File: src/rtl/swd_host_pkg.sv
package swd_host_pkg;

  typedef struct packed {
    logic rd;
    logic wbit;
  } bit_req_t;

  // Number of cycles the host holds the line low at the start of a slot.
  function automatic int low_cycles(logic rd, logic wbit,
                                    int one_low, int zero_low, int rd_low);
    if (rd)        return rd_low;
    else if (wbit) return one_low;
    else           return zero_low;
  endfunction

  // Slot cycle at which the sampler register captures, given the wanted
  // line sample cycle and the synchroniser depth.
  function automatic int capture_cycle(int sample_at, int sync_stages);
    return sample_at + sync_stages;
  endfunction

endpackage

File: src/rtl/swd_slot_timer.sv
module swd_slot_timer
  import swd_host_pkg::*;
#(
  parameter int SLOT_CYC = 16,
  localparam int CNT_W = $clog2(SLOT_CYC)
) (
  input  logic             clk,
  input  logic             rst_n,
  input  logic             req_valid,
  input  bit_req_t         req_in,
  output logic             ready,
  output logic             active,
  output logic             last,
  output logic [CNT_W-1:0] cnt,
  output bit_req_t         cur
);

  logic accept;

  assign last   = active && (cnt == CNT_W'(SLOT_CYC - 1));
  assign ready  = !active || last;
  assign accept = req_valid && ready;

  always_ff @(posedge clk) begin
    if (!rst_n) begin
      active <= 1'b0;
      cnt    <= '0;
      cur    <= '0;
    end else if (accept) begin
      active <= 1'b1;
      cnt    <= '0;
      cur    <= req_in;
    end else if (active) begin
      if (last) active <= 1'b0;
      else      cnt    <= cnt + 1'b1;
    end
  end

  AST_SLOT_START: assert property (@(posedge clk) disable iff (!rst_n)
    accept |=> (active && cnt == '0)) else $error("slot start");

  AST_IGNORE_BUSY: assert property (@(posedge clk) disable iff (!rst_n)
    (active && !last && req_valid) |=> (active && cnt == $past(cnt) + 1'b1 && cur == $past(cur)))
    else $error("busy request");

endmodule

File: src/rtl/swd_line_driver.sv
module swd_line_driver
  import swd_host_pkg::*;
#(
  parameter int SLOT_CYC = 16,
  parameter int ONE_LOW  = 4,
  parameter int ZERO_LOW = 13,
  parameter int RD_LOW   = 2,
  localparam int CNT_W = $clog2(SLOT_CYC)
) (
  input  logic             clk,
  input  logic             rst_n,
  input  logic             active,
  input  logic [CNT_W-1:0] cnt,
  input  bit_req_t         cur,
  output logic             drv_en,
  output logic             drv_hi
);

  logic [CNT_W:0] low_len;
  logic           in_low;
  logic           in_pulse;

  always_comb begin
    low_len  = (CNT_W + 1)'(low_cycles(cur.rd, cur.wbit, ONE_LOW, ZERO_LOW, RD_LOW));
    in_low   = active && ({1'b0, cnt} < low_len);
    in_pulse = active && !cur.rd && ({1'b0, cnt} == low_len);
  end

  assign drv_en = in_low || in_pulse;
  assign drv_hi = in_pulse;

  AST_HI_AFTER_LOW: assert property (@(posedge clk) disable iff (!rst_n)
    (drv_en && drv_hi) |-> $past(drv_en && !drv_hi)) else $error("hi w/o low");

  AST_HI_ONE_CYCLE: assert property (@(posedge clk) disable iff (!rst_n)
    (drv_en && drv_hi) |=> !(drv_en && drv_hi)) else $error("long hi");

  AST_ONE_DEADLINE: assert property (@(posedge clk) disable iff (!rst_n)
    (active && !cur.rd && cur.wbit && cnt >= CNT_W'(8)) |-> !drv_en) else $error("one late");

  AST_RD_RELEASE: assert property (@(posedge clk) disable iff (!rst_n)
    (active && cur.rd && cnt >= CNT_W'(7)) |-> !drv_en) else $error("rd drive");

endmodule

File: src/rtl/swd_sampler.sv
module swd_sampler
  import swd_host_pkg::*;
#(
  parameter int SLOT_CYC    = 16,
  parameter int SAMPLE_AT   = 10,
  parameter int SYNC_STAGES = 2,
  localparam int CNT_W  = $clog2(SLOT_CYC),
  localparam int CAP_AT = capture_cycle(SAMPLE_AT, SYNC_STAGES)
) (
  input  logic             clk,
  input  logic             rst_n,
  input  logic             line_in,
  input  logic             active,
  input  logic [CNT_W-1:0] cnt,
  input  bit_req_t         cur,
  output logic             rx_bit
);

  logic [SYNC_STAGES:0] sq;
  logic                 cap;

  assign sq[0] = line_in;

  for (genvar i = 0; i < SYNC_STAGES; i++) begin : g_sync
    always_ff @(posedge clk) begin
      if (!rst_n) sq[i+1] <= 1'b1;
      else        sq[i+1] <= sq[i];
    end
  end

  assign cap = active && cur.rd && (cnt == CNT_W'(CAP_AT));

  always_ff @(posedge clk) begin
    if (!rst_n)   rx_bit <= 1'b0;
    else if (cap) rx_bit <= sq[SYNC_STAGES];
  end

  AST_RX_HOLD: assert property (@(posedge clk) disable iff (!rst_n)
    !$past(cap) |-> $stable(rx_bit)) else $error("rx moved");

endmodule

File: src/rtl/swd_host_bit.sv
module swd_host_bit
  import swd_host_pkg::*;
#(
  parameter int SLOT_CYC    = 16,
  parameter int ONE_LOW     = 4,
  parameter int ZERO_LOW    = 13,
  parameter int RD_LOW      = 2,
  parameter int SAMPLE_AT   = 10,
  parameter int SYNC_STAGES = 2
) (
  input  logic clk,
  input  logic rst_n,
  input  logic req_valid,
  input  logic req_rd,
  input  logic req_wbit,
  output logic req_ready,
  input  logic line_in,
  output logic drv_en,
  output logic drv_hi,
  output logic rx_bit,
  output logic done
);

  localparam int CNT_W = $clog2(SLOT_CYC);

  initial begin
    assert (ONE_LOW + 1 <= 8) else $error("one pulse too late");
    assert (RD_LOW >= 2 && RD_LOW < 7) else $error("read release window");
    assert (ZERO_LOW + 1 < SLOT_CYC) else $error("zero does not fit");
    assert (SYNC_STAGES >= 1) else $error("sync depth");
    assert (capture_cycle(SAMPLE_AT, SYNC_STAGES) < SLOT_CYC - 1) else $error("capture late");
  end

  bit_req_t         req_in;
  bit_req_t         cur;
  logic             active;
  logic             last;
  logic [CNT_W-1:0] cnt;

  assign req_in = '{rd: req_rd, wbit: req_wbit};

  swd_slot_timer #(.SLOT_CYC(SLOT_CYC)) u_timer (
    .clk(clk), .rst_n(rst_n), .req_valid(req_valid), .req_in(req_in),
    .ready(req_ready), .active(active), .last(last), .cnt(cnt), .cur(cur)
  );

  swd_line_driver #(.SLOT_CYC(SLOT_CYC), .ONE_LOW(ONE_LOW), .ZERO_LOW(ZERO_LOW),
                    .RD_LOW(RD_LOW)) u_drv (
    .clk(clk), .rst_n(rst_n), .active(active), .cnt(cnt), .cur(cur),
    .drv_en(drv_en), .drv_hi(drv_hi)
  );

  swd_sampler #(.SLOT_CYC(SLOT_CYC), .SAMPLE_AT(SAMPLE_AT),
                .SYNC_STAGES(SYNC_STAGES)) u_smp (
    .clk(clk), .rst_n(rst_n), .line_in(line_in), .active(active), .cnt(cnt),
    .cur(cur), .rx_bit(rx_bit)
  );

  assign done = last;

  AST_DONE_PULSE: assert property (@(posedge clk) disable iff (!rst_n)
    done |=> !done) else $error("done wide");

  AST_DONE_AFTER_START: assert property (@(posedge clk) disable iff (!rst_n)
    $rose(drv_en) |-> !done) else $error("done at start");

endmodule

File: config.mk
export PLATFORM = sky130hd
export DESIGN_NAME = swd_host_bit
export DESIGN_NICKNAME = d
export VERILOG_FILES = /design/src/rtl/swd_host_pkg.sv /design/src/rtl/swd_slot_timer.sv /design/src/rtl/swd_line_driver.sv /design/src/rtl/swd_sampler.sv /design/src/rtl/swd_host_bit.sv
export SDC_FILE = /design/constraint.sdc
export NUM_CORES = 1
export LEC_CHECK = 0
export BUFFER_PORTS_ARGS = -buffer_cell sky130_fd_sc_hd__buf_4
export CAP_MARGIN = 20
export CORE_UTILIZATION = 41
export DETAILED_ROUTE_END_ITERATION = 8
export PLACE_DENSITY = 0.71
export SYNTH_ARGS = -nofsm -noshare
export SYNTH_HDL_FRONTEND = slang
export SYNTH_SLANG_ARGS = --single-unit
export TNS_END_PERCENT = 10
File: constraint.sdc
create_clock -name clk -period 1.7 [get_ports clk]
set_input_delay 0.425 -clock clk [delete_from_list [all_inputs] [get_ports clk]]
set_output_delay 0.425 -clock clk [all_outputs]
set_load 0.005 [all_outputs]
-- Word level (Yosys, flattened, before mapping)
Cells that the tools add are included.
- bits in registers: 10
- add/sub/neg operators: 1
- order comparisons: 1
- eq/ne operators: 3
- mux-type cells: 5
- bitwise operators: 2
- reductions and logical operators: 13
- operators by type and width (operator ; number):
    4-bit equality test, second input constant ; 2
    1-bit logical AND ; 7
    4-bit by 5-bit equality test with 1-bit output ; 1
    4-bit by 5-bit < comparator with 1-bit output ; 1
    5-bit 2-to-1 mux ; 1
    4-bit by 1-bit adder with 4-bit output, second input constant ; 1
    4-bit 2-to-1 mux ; 1
    1-bit 2-to-1 mux ; 3
    1-bit logical NOT ; 2
    1-bit logical OR ; 2
    1-bit NOT ; 2
    2-bit AND reduction ; 1
    2-bit OR reduction ; 1

-- Depth between registers and ports, before layout
Gate-level depths: netlist of the first run.
- depth after elaboration: 5
- mapped depth: 6
- mapped depth without buffers: 6

-- By module
Synthesis of the first run repeated with hierarchy kept, for this count alone.
- cell total of the unflattened synthesis: 65
- area total of the unflattened synthesis: 571.8 µm²
- modules (own cells, without submodules) (module ; times used ; cells each ; area each (µm²)):
    swd_slot_timer ; 1 ; 40 ; 346.6
    swd_line_driver ; 1 ; 16 ; 125.1
    swd_sampler ; 1 ; 9 ; 100.1

-- Worst setup path after synthesis of the first run
No wires, ideal clock.
- path kind: register to output
- start: reg, netlist name u_timer.cur[1]
- end: out drv_en
- arrival time: 1.345 ns
- required time: 1.275 ns
- path slack: -0.070 ns
- cell stages (with the launch flop): 7
- buffers on the path: 0
- cells stage by stage: dfxtp_1 > nor2_1 > inv_1 > ha_1 > nand4_1 > nor3b_1 > a41o_1
- word-level cells in the longest chain between the ends: 4
- elaborated cells on any way between the ends: 8
- RTL lines (element ; line ; RTL):
    5-bit 2-to-1 mux / 1-bit logical NOT (equally long branches) ; swd_host_pkg.sv:11, swd_line_driver.sv:26 ;
    4-bit by 5-bit equality test with 1-bit output / 1-bit logical AND (equally long branches) ; swd_line_driver.sv:26 ; in_pulse = active && !cur.rd && ({1'b0, cnt} == low_len);
    1-bit logical AND * ; swd_line_driver.sv:26 ;
    via drv_hi ; swd_host_bit.sv:19 ; output logic drv_hi,
    1-bit logical OR * ; swd_line_driver.sv:29 ; assign drv_en = in_low || in_pulse;
    end, declared ; swd_host_bit.sv:18 ; output logic drv_en,
Mark *: on every way through the listed nets, which the timed path passes. The rest lies on a longest branch.

-- Worst setup path after layout of the first run
- start: reg, netlist name u_timer.cur[1]
- end: out drv_en
- word-level cells in the longest chain between the ends: 4
- elaborated cells on any way between the ends: 8
- RTL lines (element ; line ; RTL):
    5-bit 2-to-1 mux / 1-bit logical NOT (equally long branches) ; swd_host_pkg.sv:11, swd_line_driver.sv:26 ;
    4-bit by 5-bit < comparator with 1-bit output (tied with other cells) ; swd_line_driver.sv:25 ; in_low = active && ({1'b0, cnt} < low_len);
    1-bit logical AND, on equally long branches ; swd_line_driver.sv:25, swd_line_driver.sv:26 ;
    1-bit logical OR * ; swd_line_driver.sv:29 ;
Mark *: on every way between the ends. The rest lies on a longest branch, timed or not.

==> flow_summary_export.csv, run 1 <==
group,metric,value,unit
worst_setup_path,arrival,1.58,ns
placement,port_buffers,10,
power_and_ir_drop,power,0.512,mW
global_route,overflow,0,
floorplanning,core,1320,µm²
synth,synth_nets,80,
min_path,hp-start,"line_in",
sta,timing.fmax,500,MHz
global_route,grt_use_total,19.8,%
power_and_ir_drop,power_frac_seq,49.7,%
power_and_ir_drop,peakVddDrop,0.349,mV
power_and_ir_drop,sw_frac_of_total,26.6,%
sta,skew,0.00815,ns
floorplanning,die_h,39.9,µm
synth,synth_ff_type,"dfxtp_1",
drt,drt_iter0_markers,8,
global_route,grt_pass1_vias,510,
sta,tightest_slew,0.260,ns
power_and_ir_drop,p_leak,0.362,nW
global_route,grt_pass1_wl,2000,µm
final_layout,most-common-layout-cells,"buf_4 (17), inv_1 (8), nand2_1 (7)",
synth,ys_seq_area_share,34.0,%
worst_setup_path,crit_path_max_fanout,4,
floorplanning,ios,11,
drt,post-route-drc-count,0,
placement,dp_hpwl,911,µm
sta,max-slew-margin-rel,82.7,%
clock_network,cts_tree,"yes",
power_and_ir_drop,clockPowerShare,32.1,%
floorplanning,start_util,44.7,%
floorplanning,dieArea,1590,µm²
worst_setup_path,reg2reg_to,"u_timer.cur[1]",
final_layout,area_growth,43.3,%
drt,wl_per_cell,13.2,µm
worst_setup_path,reg2reg_depth,5,
clock_network,insertion_delay,0.26,ns
synth,synth-seq-cells,10,
power_and_ir_drop,power_frac_comb,18.2,%
synth,synth_cell_types,29,
sta,setup_slack,-0.301,ns
clock_network,cts_max_level,1,
worst_setup_path,crit_type,"reg -> out",
synth,synth-async-reset-ratio,0,%
global_route,antenna_found_initial,0,
final_layout,fillCellCount,112,
sta,rsz0062_at_grt,"yes",
placement,place.gp.congestion,0.820,
power_and_ir_drop,internal_power,0.375,mW
sta,finalSetupViolCount,2,
power_and_ir_drop,power_density,606,nW/µm²
final_layout,drive_above_1_share,46.0,%
drt,vias,546,
final_layout,stdcell_count,102,
worst_setup_path,cp-start-kind,"register",
worst_setup_path,crit_required,1.27,ns
floorplanning,placementRows,13,
final_layout,layout_commonest_cell,"buf_4",
clock_network,cts_sinks,10,
sta,tns,-0.482,ns
min_path,worstHoldPathCells,2,
final_layout,nets,101,
drt,wirelength,1350,µm
synth,synthTopCellsByArea,"dfxtp_1 (34%), ha_1 (13%), inv_1 (5.7%)",
placement,dp.cells,98,
clock_network,cts_root_buffer,"clkbuf_4",
worst_setup_path,r2r-start,"u_timer.cnt[1]",
clock_network,cts_buffers,3,
synth,netlist.area_leader.share,34.0,%
clock_network,clockBufferDepth,2,
placement,dp_slack,-0.0849,ns
synth,synth-edff-count,0,
run_status,violations,"negative setup slack",
synth,yosys.area.top_type,"dfxtp_1",
drt,viasPerCell,5.35,
drt,drt_pass1_iterations,4,
min_path,min_to,"u_smp.sq[1]",
drt,drt.antenna.violating_nets,0,
power_and_ir_drop,p_switching,0.136,mW
worst_setup_path,rrSetupSlack,0.39,ns
run_status,outcome,"complete, but fails checks",
synth,netlist_area,589,µm²
synth,yosys_warnings,0,
placement,place_area,732,µm²
clock_network,path_clk_slew,0.07,ns
sta,period_minus_slack,2.00,ns
synth,syn_inst,68,
worst_setup_path,end_kind,"primary output",
sta,slew_viol_final,0,
sta,post-route-period-util,118,%
final_layout,antenna_cells,0,
run,max-cap-violations,0,
synth,syn_avg_cell_area,8.67,µm²
min_path,min-delay-path-class,"in -> reg",
final_layout,design_area,845,µm²
global_route,grt_max_degree,11,
clock_network,cts_hold_repair.buffers,0,
sta,final_hold_viol_count,0,
floorplanning,die_w,39.9,µm
## cell families (layout without fill, tap and decap cells)
| kind of cell | Yosys count | after routing | share of synthesized area [%] |
|---|---|---|---|
| compound gates | 14 | 14 | 17.8 |
| xor+xnor | 1 | 1 | 1.49 |
| fa+ha+maj | 6 | 6 | 12.7 |
| buf+inv | 11 | 30 | 7.22 |
| flops | 10 | 10 | 34.0 |
| mux | 2 | 2 | 3.40 |
| simple gates | 24 | 24 | 23.4 |
## worst max-delay path, cell delays in order (launching register included)
cell,delay (ns)
dfxtp_4,0.38
inv_1,0.07
ha_4,0.26
nor2b_1,0.12
o211ai_1,0.11
a41o_1,0.23
buf_4,0.14
## synth_stat cells (2+ instances only)
library cell and number:
nor2_1 3, dfxtp_1 10, inv_1 9, and4_2 2, nand2_1 7, and2_1 2, nand2b_1 3, nand4_1 2
mux2i_1 2, a21oi_1 4, ha_1 6
## flip-flops by register name, indices dropped and copies added (netlist names)
register and flops:
u_timer.cnt 4, u_smp.sq 2, u_timer.cur 2, u_smp.rx_bit 1
u_timer.active 1
## how the worst max path moves through the flow
stage                     endpoint           start  slack, ns  cells past startpoint
after global routing        drv_en  u_timer.cur[1]      -0.37                      7
after CTS                   drv_en  u_timer.cur[1]      -0.28                      7
after floorplan             drv_en  u_timer.cur[1]      0.006                      6
after detailed placement    drv_en  u_timer.cur[1]      -0.08                      7
final                       drv_en  u_timer.cur[1]      -0.30                      6
after global placement      drv_en  u_timer.cur[1]      -0.03                      7
## layout make-up
class | count | area, µm² | area share, %
flip-flops and latches | 10 | 210 | 24.9
well taps | 15 | 18.8 | 2.22
clock buffers | 3 | 22.5 | 2.67
inverters | 9 | 33.8 | 4.00
repair buffers | 18 | 139 | 16.4
multi-input cells | 47 | 420 | 49.8
## through the flow
stage          util [%]  hold slack [ns]
2_1_floorplan         -            0.386
3_3_place_gp       55.6            0.389
3_5_place_dp       55.6            0.396
4_1_cts            62.5            0.346
5_1_grt            64.1            0.350
6_report           64.1            0.346
## power by group through the flow
stage | clock network (mW) | registers [mW] | logic [mW]
3_3_place_gp | 0 | 0.256 | 0.0783
6_report | 0.164 | 0.254 | 0.0934
2_1_floorplan | 0 | 0.256 | 0.0453
4_1_cts | 0.162 | 0.253 | 0.0897
3_5_place_dp | 0 | 0.257 | 0.0785
5_1_grt | 0.177 | 0.256 | 0.104
## layer usage
layer | track usage, % | routed length (µm)
met1 | 21.6 | 599
met2 | 35.5 | 671
met3 | 5.11 | 60
met4 | 7.76 | 19
met5 | 0 | 0
## repair_timing
action                     CTS  global route
pin swaps                    4             4
resized for setup           12             6
setup buffers                1             0
setup endpoints to repair    3             4
hold endpoints to repair     0             0
No activity file was read; power rests on OpenSTA's default activity.
==> run 2, diff against run 1 <==
--- a/config.mk
+++ b/config.mk
@@ -5,11 +5,11 @@
 export SDC_FILE = /design/constraint.sdc
 export NUM_CORES = 1
 export LEC_CHECK = 0
-export BUFFER_PORTS_ARGS = -buffer_cell sky130_fd_sc_hd__buf_4
 export CAP_MARGIN = 20
 export CORE_UTILIZATION = 41
 export DETAILED_ROUTE_END_ITERATION = 8
-export PLACE_DENSITY = 0.71
+export DONT_BUFFER_PORTS = 1
+export PLACE_DENSITY = 0.64
 export SYNTH_ARGS = -nofsm -noshare
 export SYNTH_HDL_FRONTEND = slang
 export SYNTH_SLANG_ARGS = --single-unit
==> run 2 against run 1 <==
Net effect: the run still ends with negative setup slack left; clock skew up 0.0031 ns; global-route usage up 0.092 points; non-clock buffer count down 11.
==> flow_summary_export.csv, run 2 (synthesis results as in run 1) <==
group,metric,value,unit
global_route,grt_pass1_vias,473,
sta,period_minus_slack,1.89,ns
global_route,overflow,0,
final_layout,antenna_cells,0,
sta,tightest_slew,0.318,ns
sta,rsz0062_at_grt,"yes",
power_and_ir_drop,power_density,669,nW/µm²
floorplanning,die_w,39.9,µm
sta,tns,-0.371,ns
global_route,grt_pass1_wl,1960,µm
clock_network,insertion_delay,0.27,ns
worst_setup_path,crit_type,"reg -> out",
min_path,worstHoldPathCells,1,
placement,place.gp.congestion,0.815,
final_layout,top_regs,"u_timer.cnt x4, u_smp.sq x2, u_timer.cur x2",
final_layout,largest_reg_flops,4,
drt,post-route-drc-count,0,
worst_setup_path,arrival,1.46,ns
clock_network,clockBufferDepth,2,
clock_network,cts_buffers,3,
clock_network,cts_tree,"yes",
drt,drt_iter0_markers,12,
final_layout,layout_commonest_cell,"inv_1",
sta,hold_ws,0.239,ns
sta,timing.fmax,530,MHz
worst_setup_path,crit_required,1.27,ns
run_status,outcome,"complete, but fails checks",
run,max-cap-violations,0,
drt,drt.antenna.violating_nets,0,
clock_network,path_clk_slew,0.05,ns
drt,viasPerCell,5.40,
clock_network,cts_root_buffer,"clkbuf_4",
drt,highest_layer,"met4",
sta,post-route-period-util,111,%
final_layout,largest_register,"u_timer.cnt",
final_layout,nets,90,
final_layout,area_growth,22.9,%
global_route,antenna_found_initial,0,
placement,dp_hpwl,879,µm
floorplanning,core,1320,µm²
sta,finalSetupViolCount,2,
final_layout,drive_above_1_share,32.9,%
worst_setup_path,cp-start-kind,"register",
sta,skew,0.0113,ns
sta,setup_slack,-0.189,ns
sta,final_hold_viol_count,0,
floorplanning,ios,11,
global_route,grt_max_degree,15,
drt,wl_met1,585,µm
floorplanning,start_util,44.7,%
floorplanning,placementRows,13,
min_path,min-delay-path-class,"in -> reg",
global_route,grt_use_total,19.9,%
power_and_ir_drop,p_leak,0.306,nW
worst_setup_path,reg2reg_depth,5,
sta,max-slew-margin-rel,78.7,%
drt,wirelength,1230,µm
run_status,violations,"negative setup slack",
placement,port_buffers,0,
power_and_ir_drop,peakVddDrop,0.503,mV
clock_network,cts_max_level,1,
worst_setup_path,end_kind,"primary output",
worst_setup_path,crit_path_max_fanout,4,
sta,slew_viol_final,0,
clock_network,cts_sinks,10,
placement,dp_slack,-0.0332,ns
drt,dr_wl_met2,568,µm
power_and_ir_drop,power,0.485,mW
drt,vias,491,
final_layout,most-common-layout-cells,"inv_1 (8), nand2_1 (7), dfxtp_1 (7)",
clock_network,cts_hold_repair.buffers,0,
floorplanning,dieArea,1590,µm²
drt,route.met3.wl,65,µm
drt,drt_pass1_iterations,3,
floorplanning,die_h,39.9,µm
drt,wl_per_cell,13.5,µm
## run 2: cell types whose count changed in the layout (fill, tap and decap cells not counted), sizes merged
cell / previous run / this run
buf: 18 / 7
## run 2: timing repair
item | CTS | global route
setup buffers | 2 | 0
setup endpoints to repair | 4 | 3
gates cloned | 0 | 0
resized for setup | 11 | 0
pin swaps | 4 | 1
## run 2: critical path, stage by stage (launching register included)
cell and delay [ns]:
dfxtp_4 0.36, nor2_4 0.09, inv_2 0.06, ha_4 0.26, nand4_1 0.09, nor3b_2 0.21, buf_4 0.14
## run 2: report_power, final
group | internal, mW | switching [mW] | leakage, nW
Combinational | 0.0377 | 0.0341 | 0.209
Sequential | 0.244 | 0.0114 | 0.0832
Clock | 0.0814 | 0.0758 | 0.0138
Total | 0.363 | 0.121 | 0.306
## run 2: path summary, 6_finish.rpt
kind,from,end,slack [ns]
hold reg to reg,u_smp.sq[1],u_smp.sq[2],0.41
hold / removal,rst_n,u_smp.sq[2],0.24
setup reg to reg,u_timer.cnt[1],u_timer.cur[0],0.26
setup / recovery,u_timer.cur[1],drv_hi,-0.19
## run 2: metrics by stage
stage	util (%)	cells	area (µm²)
3_5_place_dp	48.7	86	642
3_3_place_gp	48.7	86	642
4_1_cts	55.0	91	724
2_1_floorplan	-	68	594
5_1_grt	55.0	91	724
6_report	55.0	91	724
## run 2: layout make-up
type | instances | area (µm²)
Fill cell | 120 | 593
Multi-Input combinational cell | 47 | 387
Tap cell | 15 | 18.8
Sequential cell | 10 | 206
Inverter | 9 | 33.8
Clock buffer | 3 | 22.5
Timing Repair Buffer | 7 | 56.3
## run 2: layer usage
| metal | track usage (%) | up-vias |
|---|---|---|
| met1 | 20.5 | 220 |
| met2 | 33.5 | 12 |
| met5 | 0 | - |
| met4 | 7.76 | 0 |
| met3 | 10.2 | 2 |
| li1 | - | 257 |
==> run 3, diff against run 2 <==
--- a/config.mk
+++ b/config.mk
@@ -6,10 +6,11 @@
 export NUM_CORES = 1
 export LEC_CHECK = 0
 export CAP_MARGIN = 20
-export CORE_UTILIZATION = 41
+export CORE_AREA = 2 2 39 41
 export DETAILED_ROUTE_END_ITERATION = 8
+export DIE_AREA = 0 0 41 43
 export DONT_BUFFER_PORTS = 1
-export PLACE_DENSITY = 0.64
+export PLACE_DENSITY = 0.68
 export SYNTH_ARGS = -nofsm -noshare
 export SYNTH_HDL_FRONTEND = slang
 export SYNTH_SLANG_ARGS = --single-unit
==> run 3 against run 2 <==
Net effect: routed wire length grew 0.98%; critical path type unchanged; the flow still finishes with violations (negative setup slack); die area rose by 11%; non-clock buffer count rose by 1; global-route usage is 3.1 points lower; flip-flop and latch count unchanged; clock power up 38%; sequential share of layout area fell by 1.6 points.
==> flow_summary_export.csv, run 3 (synthesis results as in run 1) <==
group,metric,value,unit
sta,skew,0.00105,ns
placement,port_buffers,0,
drt,drt_iter0_markers,6,
final_layout,area_growth,29.3,%
floorplanning,ios,11,
worst_setup_path,max_stage_delay,0.37,ns
drt,post-route-drc-count,0,
sta,period_minus_slack,1.91,ns
drt,vias,504,
power_and_ir_drop,power_density,720,nW/µm²
run_status,violations,"negative setup slack",
floorplanning,dieArea,1760,µm²
sta,tightest_slew,0.339,ns
floorplanning,die_h,43,µm
global_route,overflow,0,
clock_network,cts_sinks,10,
global_route,antenna_found_initial,0,
worst_setup_path,path_cells,"nor2_4, buf_4, ha_4, nand4_1, nor3b_2, a41o_1",
final_layout,largest_reg_flops,4,
placement,place_area,658,µm²
sta,timing.fmax,524,MHz
final_layout,top_regs,"u_timer.cnt x4, u_smp.sq x2, u_timer.cur x2",
final_layout,largest_register,"u_timer.cnt",
drt,wirelength,1240,µm
clock_network,path_clk_slew,0.07,ns
run,max-cap-violations,0,
clock_network,cts_max_level,1,
worst_setup_path,crit_path_max_fanout,4,
sta,slew_viol_final,0,
floorplanning,die_w,41,µm
min_path,min-delay-path-class,"in -> reg",
final_layout,drive_above_1_share,34.6,%
worst_setup_path,arrival,1.48,ns
power_and_ir_drop,peakVddDrop,0.540,mV
worst_setup_path,path_delay_family,"flip-flops",
placement,dp_hpwl,915,µm
run_status,outcome,"complete, but fails checks",
clock_network,cts_hold_repair.buffers,0,
drt,drt_pass1_iterations,4,
drt,viasPerCell,5.36,
sta,final_hold_viol_count,0,
sta,max-slew-margin-rel,77.3,%
worst_setup_path,crit_buf_inv,1,
worst_setup_path,end_kind,"primary output",
final_layout,antenna_cells,0,
floorplanning,core,1380,µm²
global_route,grt_use_total,16.7,%
global_route,grt_pass1_wl,1990,µm
worst_setup_path,crit_slowest_cell,"dfxtp_4",
clock_network,clockBufferDepth,2,
sta,rsz0062_at_grt,"yes",
global_route,grt_pass1_vias,467,
floorplanning,placementRows,14,
final_layout,design_area,762,µm²
worst_setup_path,cp-start-kind,"register",
clock_network,cts_buffers,3,
clock_network,cts_root_buffer,"clkbuf_4",
worst_setup_path,crit_required,1.27,ns
clock_network,cts_tree,"yes",
placement,place.gp.congestion,0.811,
floorplanning,start_util,42.6,%
final_layout,nets,91,
placement,dp_slack,-0.0608,ns
sta,finalSetupViolCount,2,
clock_network,insertion_delay,0.26,ns
final_layout,most-common-layout-cells,"inv_1 (8), buf_4 (8), dfxtp_1 (8)",
power_and_ir_drop,p_leak,0.317,nW
worst_setup_path,crit_type,"reg -> out",
drt,drt.antenna.violating_nets,0,
global_route,grt_max_degree,12,
drt,wl_per_cell,13.2,µm
sta,setup_slack,-0.210,ns
sta,post-route-period-util,112,%
==> run 3: path summary, 6_finish.rpt <==
check	slack, ns	endpoint	from	cells past startpoint
worst max-delay path	-0.21	drv_en	u_timer.cur[1]	6
worst min register to register	0.42	u_smp.sq[2]	u_smp.sq[1]	1
worst min-delay path	0.23	u_smp.sq[2]	rst_n	1
worst max register to register	0.29	u_timer.cur[1]	u_timer.cnt[1]	5
==> run 3: final cells by class <==
class,count,area [µm²]
inverter,9,33.8
tap,16,20.0
multi-input combinational,47,407
sequential,10,205
fill,117,622
clock buffer,4,36.3
timing repair buffer,8,60.1
==> run 3: per-layer routing <==
layer	global-route usage [%]	part of all wire (%)	vias to the layer above
met1	22.1	43	232
li1	-	-	256
met4	10.0	1.5	0
met5	0	0	-
met2	25.0	50	14
met3	1.57	4.8	2
==> run 3: report_power, final <==
part,switching [mW],internal [mW],leakage (nW),total [mW]
combinational,0.0374,0.0412,0.213,0.0786
sequential,0.0101,0.244,0.0830,0.254
clock,0.0865,0.130,0.0210,0.217
==> run 3: what timing repair did <==
action                     4_1_cts  5_1_grt
gates resized for setup          9        2
gates cloned                     0        0
setup buffers                    1        0
pin swaps                        4        1
setup endpoints to repair        2        3
==> run 3: through the flow <==
step                TNS [ns]  utilization (%)  total power [mW]  hold slack (ns)  std cells
detailed placement    -0.121             47.6             0.320            0.406         89
global route          -0.556             55.1             0.578            0.226         94
CTS                   -0.496             54.3             0.554            0.222         94
global placement           0             47.6             0.317            0.391         89
floorplan                  0                -             0.301            0.386         68
finish                -0.418             55.1             0.549            0.230         94
==> run 3: worst reg2reg max path: cells and delay by family (launching register included) <==
| kind | cells | cell delay (ns) |
|---|---|---|
| compound gates | 1 | 0.31 |
| buf+inv | 1 | 0.13 |
| fa+ha+maj | 1 | 0.23 |
| mux | 1 | 0.21 |
| flops | 1 | 0.34 |
| simple gates | 1 | 0.12 |
